### config.mk
export PLATFORM = sky130hd
export DESIGN_NAME = gated_timer
export DESIGN_NICKNAME = d
export VERILOG_FILES = /design/src/rtl/gtmr_pkg.sv /design/src/rtl/gtmr_sync.sv /design/src/rtl/gtmr_source.sv /design/src/rtl/gtmr_prescale.sv /design/src/rtl/gtmr_counter.sv /design/src/rtl/gated_timer.sv
export SDC_FILE = /design/constraint.sdc
export NUM_CORES = 1
export LEC_CHECK = 0
export ABC_AREA = 1
export BUFFER_PORTS_ARGS = -buffer_cell sky130_fd_sc_hd__buf_2
export CAP_MARGIN = 20
export CORE_MARGIN = 2
export CORE_UTILIZATION = 53
export CTS_BUF_LIST = sky130_fd_sc_hd__clkbuf_4
export DETAILED_ROUTE_END_ITERATION = 6
export PLACE_DENSITY = 0.8
export SETUP_SLACK_MARGIN = 0.02
export SKIP_CTS_REPAIR_TIMING = 1
export SLEW_MARGIN = 20
export SYNTH_ARGS = -nofsm -noshare
export SYNTH_HDL_FRONTEND = slang
export SYNTH_HIERARCHICAL = 1
export SYNTH_SLANG_ARGS = --single-unit
### constraint.sdc
create_clock -name clk -period 1.8 [get_ports clk]
set_input_delay 0.09 -clock clk [delete_from_list [all_inputs] [get_ports clk]]
set_output_delay 0.09 -clock clk [all_outputs]
set_load 0.005 [all_outputs]
### src/rtl/gtmr_pkg.sv
package gtmr_pkg;

    localparam int BYTE_W   = 8;
    localparam int CNT_W    = 16;
    localparam int PS_W     = 2;
    localparam int PS_CNT_W = (1 << PS_W) - 1;
    localparam int SYNC_N   = 2;

    typedef enum logic [1:0] {
        SEL_CNT_LO = 2'd0,
        SEL_CNT_HI = 2'd1,
        SEL_CTRL   = 2'd2,
        SEL_STAT   = 2'd3
    } reg_sel_e;

    typedef struct packed {
        logic [1:0]      spare;
        logic            gate_pol;
        logic            gate_en;
        logic [PS_W-1:0] psel;
        logic            clk_ext;
        logic            run;
    } ctrl_t;

    typedef struct packed {
        logic wr_lo;
        logic wr_hi;
        logic wr_ctrl;
        logic wr_stat;
    } wr_dec_t;

    function automatic logic [PS_CNT_W-1:0] presc_term(input logic [PS_W-1:0] sel);
        logic [PS_CNT_W-1:0] t;
        t = '0;
        for (int i = 0; i < PS_CNT_W; i++) begin
            if (i < int'(sel)) t[i] = 1'b1;
        end
        return t;
    endfunction

    function automatic wr_dec_t decode_wr(input logic en, input logic [1:0] sel);
        wr_dec_t d;
        d.wr_lo   = en && (reg_sel_e'(sel) == SEL_CNT_LO);
        d.wr_hi   = en && (reg_sel_e'(sel) == SEL_CNT_HI);
        d.wr_ctrl = en && (reg_sel_e'(sel) == SEL_CTRL);
        d.wr_stat = en && (reg_sel_e'(sel) == SEL_STAT);
        return d;
    endfunction

endpackage

### src/rtl/gtmr_sync.sv
module gtmr_sync #(
    parameter int W      = 2,
    parameter int STAGES = 2
) (
    input  logic         clk,
    input  logic         rst,
    input  logic [W-1:0] d,
    output logic [W-1:0] q
);
    logic [W-1:0] stg [STAGES];

    always_ff @(posedge clk) begin
        if (rst) stg[0] <= '0;
        else     stg[0] <= d;
    end

    generate
        for (genvar i = 1; i < STAGES; i++) begin : g_stage
            always_ff @(posedge clk) begin
                if (rst) stg[i] <= '0;
                else     stg[i] <= stg[i-1];
            end
        end
    endgenerate

    assign q = stg[STAGES-1];
endmodule

### src/rtl/gtmr_source.sv
module gtmr_source
    import gtmr_pkg::*;
(
    input  logic  clk,
    input  logic  rst,
    input  ctrl_t ctrl,
    input  logic  tick_in,
    input  logic  ext_s,
    input  logic  gate_s,
    output logic  event_q
);
    logic ext_prev;
    logic ext_rise;
    logic gate_ok;
    logic raw_evt;

    always_ff @(posedge clk) begin
        if (rst) ext_prev <= 1'b0;
        else     ext_prev <= ext_s;
    end

    assign ext_rise = ext_s && !ext_prev;
    assign raw_evt  = ctrl.clk_ext ? ext_rise : tick_in;
    assign gate_ok  = !ctrl.gate_en || (gate_s == ctrl.gate_pol);
    assign event_q  = ctrl.run && gate_ok && raw_evt;
endmodule

### src/rtl/gtmr_prescale.sv
module gtmr_prescale
    import gtmr_pkg::*;
(
    input  logic            clk,
    input  logic            rst,
    input  logic            clr,
    input  logic [PS_W-1:0] sel,
    input  logic            evt,
    output logic            step
);
    logic [PS_CNT_W-1:0] phase;
    logic [PS_CNT_W-1:0] term;
    logic                at_term;

    assign term    = presc_term(sel);
    assign at_term = (phase >= term);
    assign step    = evt && at_term && !clr;

    always_ff @(posedge clk) begin
        if (rst || clr) begin
            phase <= '0;
        end else if (evt) begin
            if (at_term) phase <= '0;
            else         phase <= phase + 1'b1;
        end
    end
endmodule

### src/rtl/gtmr_counter.sv
module gtmr_counter
    import gtmr_pkg::*;
(
    input  logic              clk,
    input  logic              rst,
    input  logic              wr_lo,
    input  logic              wr_hi,
    input  logic [BYTE_W-1:0] wdata,
    input  logic              step,
    output logic [CNT_W-1:0]  count,
    output logic              wrap
);
    localparam logic [CNT_W-1:0] ALL_ONES = '1;

    assign wrap = step && !wr_lo && !wr_hi && (count == ALL_ONES);

    always_ff @(posedge clk) begin
        if (rst) begin
            count <= '0;
        end else if (wr_lo || wr_hi) begin
            if (wr_lo) count[BYTE_W-1:0]       <= wdata;
            if (wr_hi) count[CNT_W-1:BYTE_W]   <= wdata;
        end else if (step) begin
            count <= count + 1'b1;
        end
    end
endmodule

### src/rtl/gated_timer.sv
module gated_timer
    import gtmr_pkg::*;
(
    input  logic        clk,
    input  logic        rst,
    input  logic        wr_en,
    input  logic [1:0]  wr_sel,
    input  logic [7:0]  wr_data,
    input  logic [1:0]  rd_sel,
    output logic [7:0]  rd_data,
    input  logic        tick_in,
    input  logic        ext_clk,
    input  logic        gate_in,
    output logic        irq
);
    ctrl_t            ctrl_q;
    wr_dec_t          wd;
    logic [1:0]       pin_s;
    logic             evt;
    logic             step;
    logic             wrap;
    logic             ovf_q;
    logic [CNT_W-1:0] count;

    assign wd = decode_wr(wr_en, wr_sel);

    gtmr_sync #(.W(2), .STAGES(SYNC_N)) u_sync (
        .clk (clk),
        .rst (rst),
        .d   ({gate_in, ext_clk}),
        .q   (pin_s)
    );

    gtmr_source u_src (
        .clk     (clk),
        .rst     (rst),
        .ctrl    (ctrl_q),
        .tick_in (tick_in),
        .ext_s   (pin_s[0]),
        .gate_s  (pin_s[1]),
        .event_q (evt)
    );

    gtmr_prescale u_ps (
        .clk  (clk),
        .rst  (rst),
        .clr  (wd.wr_lo || wd.wr_hi),
        .sel  (ctrl_q.psel),
        .evt  (evt),
        .step (step)
    );

    gtmr_counter u_cnt (
        .clk   (clk),
        .rst   (rst),
        .wr_lo (wd.wr_lo),
        .wr_hi (wd.wr_hi),
        .wdata (wr_data),
        .step  (step),
        .count (count),
        .wrap  (wrap)
    );

    always_ff @(posedge clk) begin
        if (rst) begin
            ctrl_q <= '0;
        end else if (wd.wr_ctrl) begin
            ctrl_q       <= ctrl_t'(wr_data);
            ctrl_q.spare <= '0;
        end
    end

    always_ff @(posedge clk) begin
        if (rst)                          ovf_q <= 1'b0;
        else if (wrap)                    ovf_q <= 1'b1;
        else if (wd.wr_stat && wr_data[0]) ovf_q <= 1'b0;
    end

    assign irq = ovf_q;

    always_comb begin
        unique case (reg_sel_e'(rd_sel))
            SEL_CNT_LO: rd_data = count[BYTE_W-1:0];
            SEL_CNT_HI: rd_data = count[CNT_W-1:BYTE_W];
            SEL_CTRL:   rd_data = ctrl_q;
            SEL_STAT:   rd_data = {7'd0, ovf_q};
            default:    rd_data = '0;
        endcase
    end
endmodule

==> flow_summary.ini <==
[worst_setup_path]
critical_path_class = reg2reg
worst-r2r-setup-slack_ns = -0.16
critPathRequiredTime_ns = 2.07
r2r_start = ctrl_q[3]
r2r_cells = 13
cp_max_fo = 7
worst_setup_path_start_kind = flip-flop
rr_endpoint = u_cnt/count[0]
crit_arrival_ns = 2.22
endpoint_kind = flip-flop

[power_and_ir_drop]
p_sw_mw = 0.4317
power_density_nw_per_um2 = 627.0
power_mw = 1.531
clkPwrFrac_pct = 34.9
cellLeakagePower_nw = 1.083
internal_power_mw = 1.100
ir_drop_mv = 0.5063
p_comb_share_pct = 16.3
p_seq_share_pct = 48.8
switching_share_pct = 28.19

[grt]
track_usage_pct = 25.82
grt_pass1_vias = 1863
grt_max_degree = 18
grt_overflow = 0
grt_pass1_wl_um = 8314
antenna_found_initial = 0

[timing]
rsz0062_at_grt = true
finalSetupViolations = 17
slew_headroom_pct = 69.81
fin_skew_ns = 0.006968
worst_pin_slew_ns = 0.4524
period_share_pct = 108.7
final_hold_viol_count = 0
slew_viol_final = 0
maxClockFrequency_ghz = 0.5110
setup_ws_ns = -0.1571
min_period_ns = 1.957

[worst_hold_path]
hp-class = in2reg
hp-start = wr_data[1]
hold-path-endpoint = u_cnt/count[1]
hold_depth = 3

[routing]
wl_um = 5333
antenna_left = 0
drt-initial-drc-count = 209
wl_per_cell_um = 13.37
dr_total_vias = 2216
viasPerCell = 5.554
drc = 0
dr.pass1.iters = 5

[logic_synthesis]
netlist_instances = 304
synth_nets = 327
syn_area_sq_um = 1937
syn_area_per_cell_sq_um = 6.371
ys_warn_count = 6

[clock_tree]
cts.sinks = 31
cts_buffers = 5
clock_path_buffers = 2
cts.root.buffer_cell = clkbuf_4
clkTransAtPathRegs_ns = 0.10
htree_levels = 2
cts_tree = done
clk_latency_ns = 0.33

[floorplanning]
design.core.area_sq_um = 3416
die-area_sq_um = 4154
num_rows = 21
start_util_pct = 56.70
die_y_um = 64.45
die_w_um = 64.45
io-pin-count = 27

[placement]
gp_congestion = 0.9065
dp_hpwl_um = 3838
io_buffers = 26
placed_cells = 386

[final_layout]
fin_nets = 375
fill_cells = 291
layout-drive-gt1-share_pct = 24.93
multi_input_area_sq_um = 1232
diodes = 0
area_growth_pct = 26.10
layout.cells.non_filler = 399
register_area_sq_um = 625.6

[run]
drv_cap = 0

[run_status]
violations = negative setup slack
status = finished, violations left
sequential cells by signal, summed over array words and instances (netlist names):
name / count
ctrl_q: 6
irq: 1
u_cnt/count: 16
u_ps/phase: 3
u_src/ext_prev: 1
u_sync/stg: 4
how the worst max path moves through the flow:
stage | slack, ns | cells past startpoint | endpoint | from
finish | -0.16 | 13 | u_cnt/count[0] | ctrl_q[3]
CTS | -0.26 | 13 | u_cnt/count[3] | ctrl_q[3]
global route | -0.26 | 13 | u_cnt/count[2] | ctrl_q[3]
floorplan | -0.05 | 13 | u_cnt/count[2] | ctrl_q[2]
detailed placement | -0.23 | 13 | u_cnt/count[3] | ctrl_q[3]
global placement | -0.15 | 13 | u_cnt/count[0] | ctrl_q[2]
power by group through the flow:
stage / sequential, mW / combinational, mW / clock, mW
final: 0.747 / 0.249 / 0.535
after global placement: 0.763 / 0.219 / 0
after detailed placement: 0.764 / 0.222 / 0
after floorplan: 0.755 / 0.139 / 0
after global routing: 0.753 / 0.274 / 0.582
after CTS: 0.748 / 0.223 / 0.548
placed cells by master, fill, tap and decap left out, types with 2 or more instances in the layout:
cell            n
a31oi_1         3
nand2_2         5
buf_2          26
dlygate4sd3_1   2
nor2_1         26
buf_4          18
inv_1          35
nand4_1         9
o21ai_1         4
nor2_2          5
o21bai_1        3
a21oi_2         3
ha_1            3
a22o_1          2
o22ai_2         2
inv_2           6
o21ai_0        14
nand3_1        26
a21oi_1        30
dfxtp_1        29
ha_4            2
clkbuf_4        5
nor2_4          3
nand2_1        74
through the flow:
| stage | setup WS, ns | setup TNS (ns) | instance area (sq um) | hold WS [ns] | util, % |
|---|---|---|---|---|---|
| 6_report | -0.1571 | -1.397 | 2442 | 0.05338 | 71.50 |
| 5_1_grt | -0.2623 | -3.140 | 2442 | 0.04070 | 71.50 |
| 4_1_cts | -0.2597 | -2.879 | 2321 | -0.06983 | 67.95 |
| 3_3_place_gp | -0.1503 | -1.525 | 2245 | 0.2883 | 65.71 |
| 2_1_floorplan | -0.05442 | -0.3421 | 1974 | 0.1517 | - |
| 3_5_place_dp | -0.2285 | -2.439 | 2245 | 0.2974 | 65.71 |
layout make-up:
cell class | count | area share [%]
multi-input cells | 226 | 50.46
inverters | 41 | 6.301
well taps | 46 | 2.357
flip-flops and latches | 31 | 25.61
clock inverters | 3 | 1.588
clock buffers | 5 | 1.537
repair buffers | 47 | 12.14
critical path: stages, from the launching register on:
cell,delay [ns]
dfxtp_4,0.36
or2_4,0.23
ha_4,0.26
inv_2,0.03
nand2_1,0.04
nand2_1,0.05
nand2_1,0.07
nand2_2,0.08
nor2_4,0.13
inv_2,0.07
o21ai_4,0.18
buf_6,0.15
o21ai_0,0.07
a31oi_1,0.17
layer usage:
| layer | GRT usage (%) | wire (um) | share of wire, % |
|---|---|---|---|
| met1 | 34.97 | 2276 | 43 |
| met2 | 39.06 | 2390 | 45 |
| met3 | 6.944 | 536 | 10 |
| met5 | 0 | 0 | 0 |
| met4 | 10.37 | 130 | 2.4 |
Note: power is estimated with default switching activity, not from simulation.
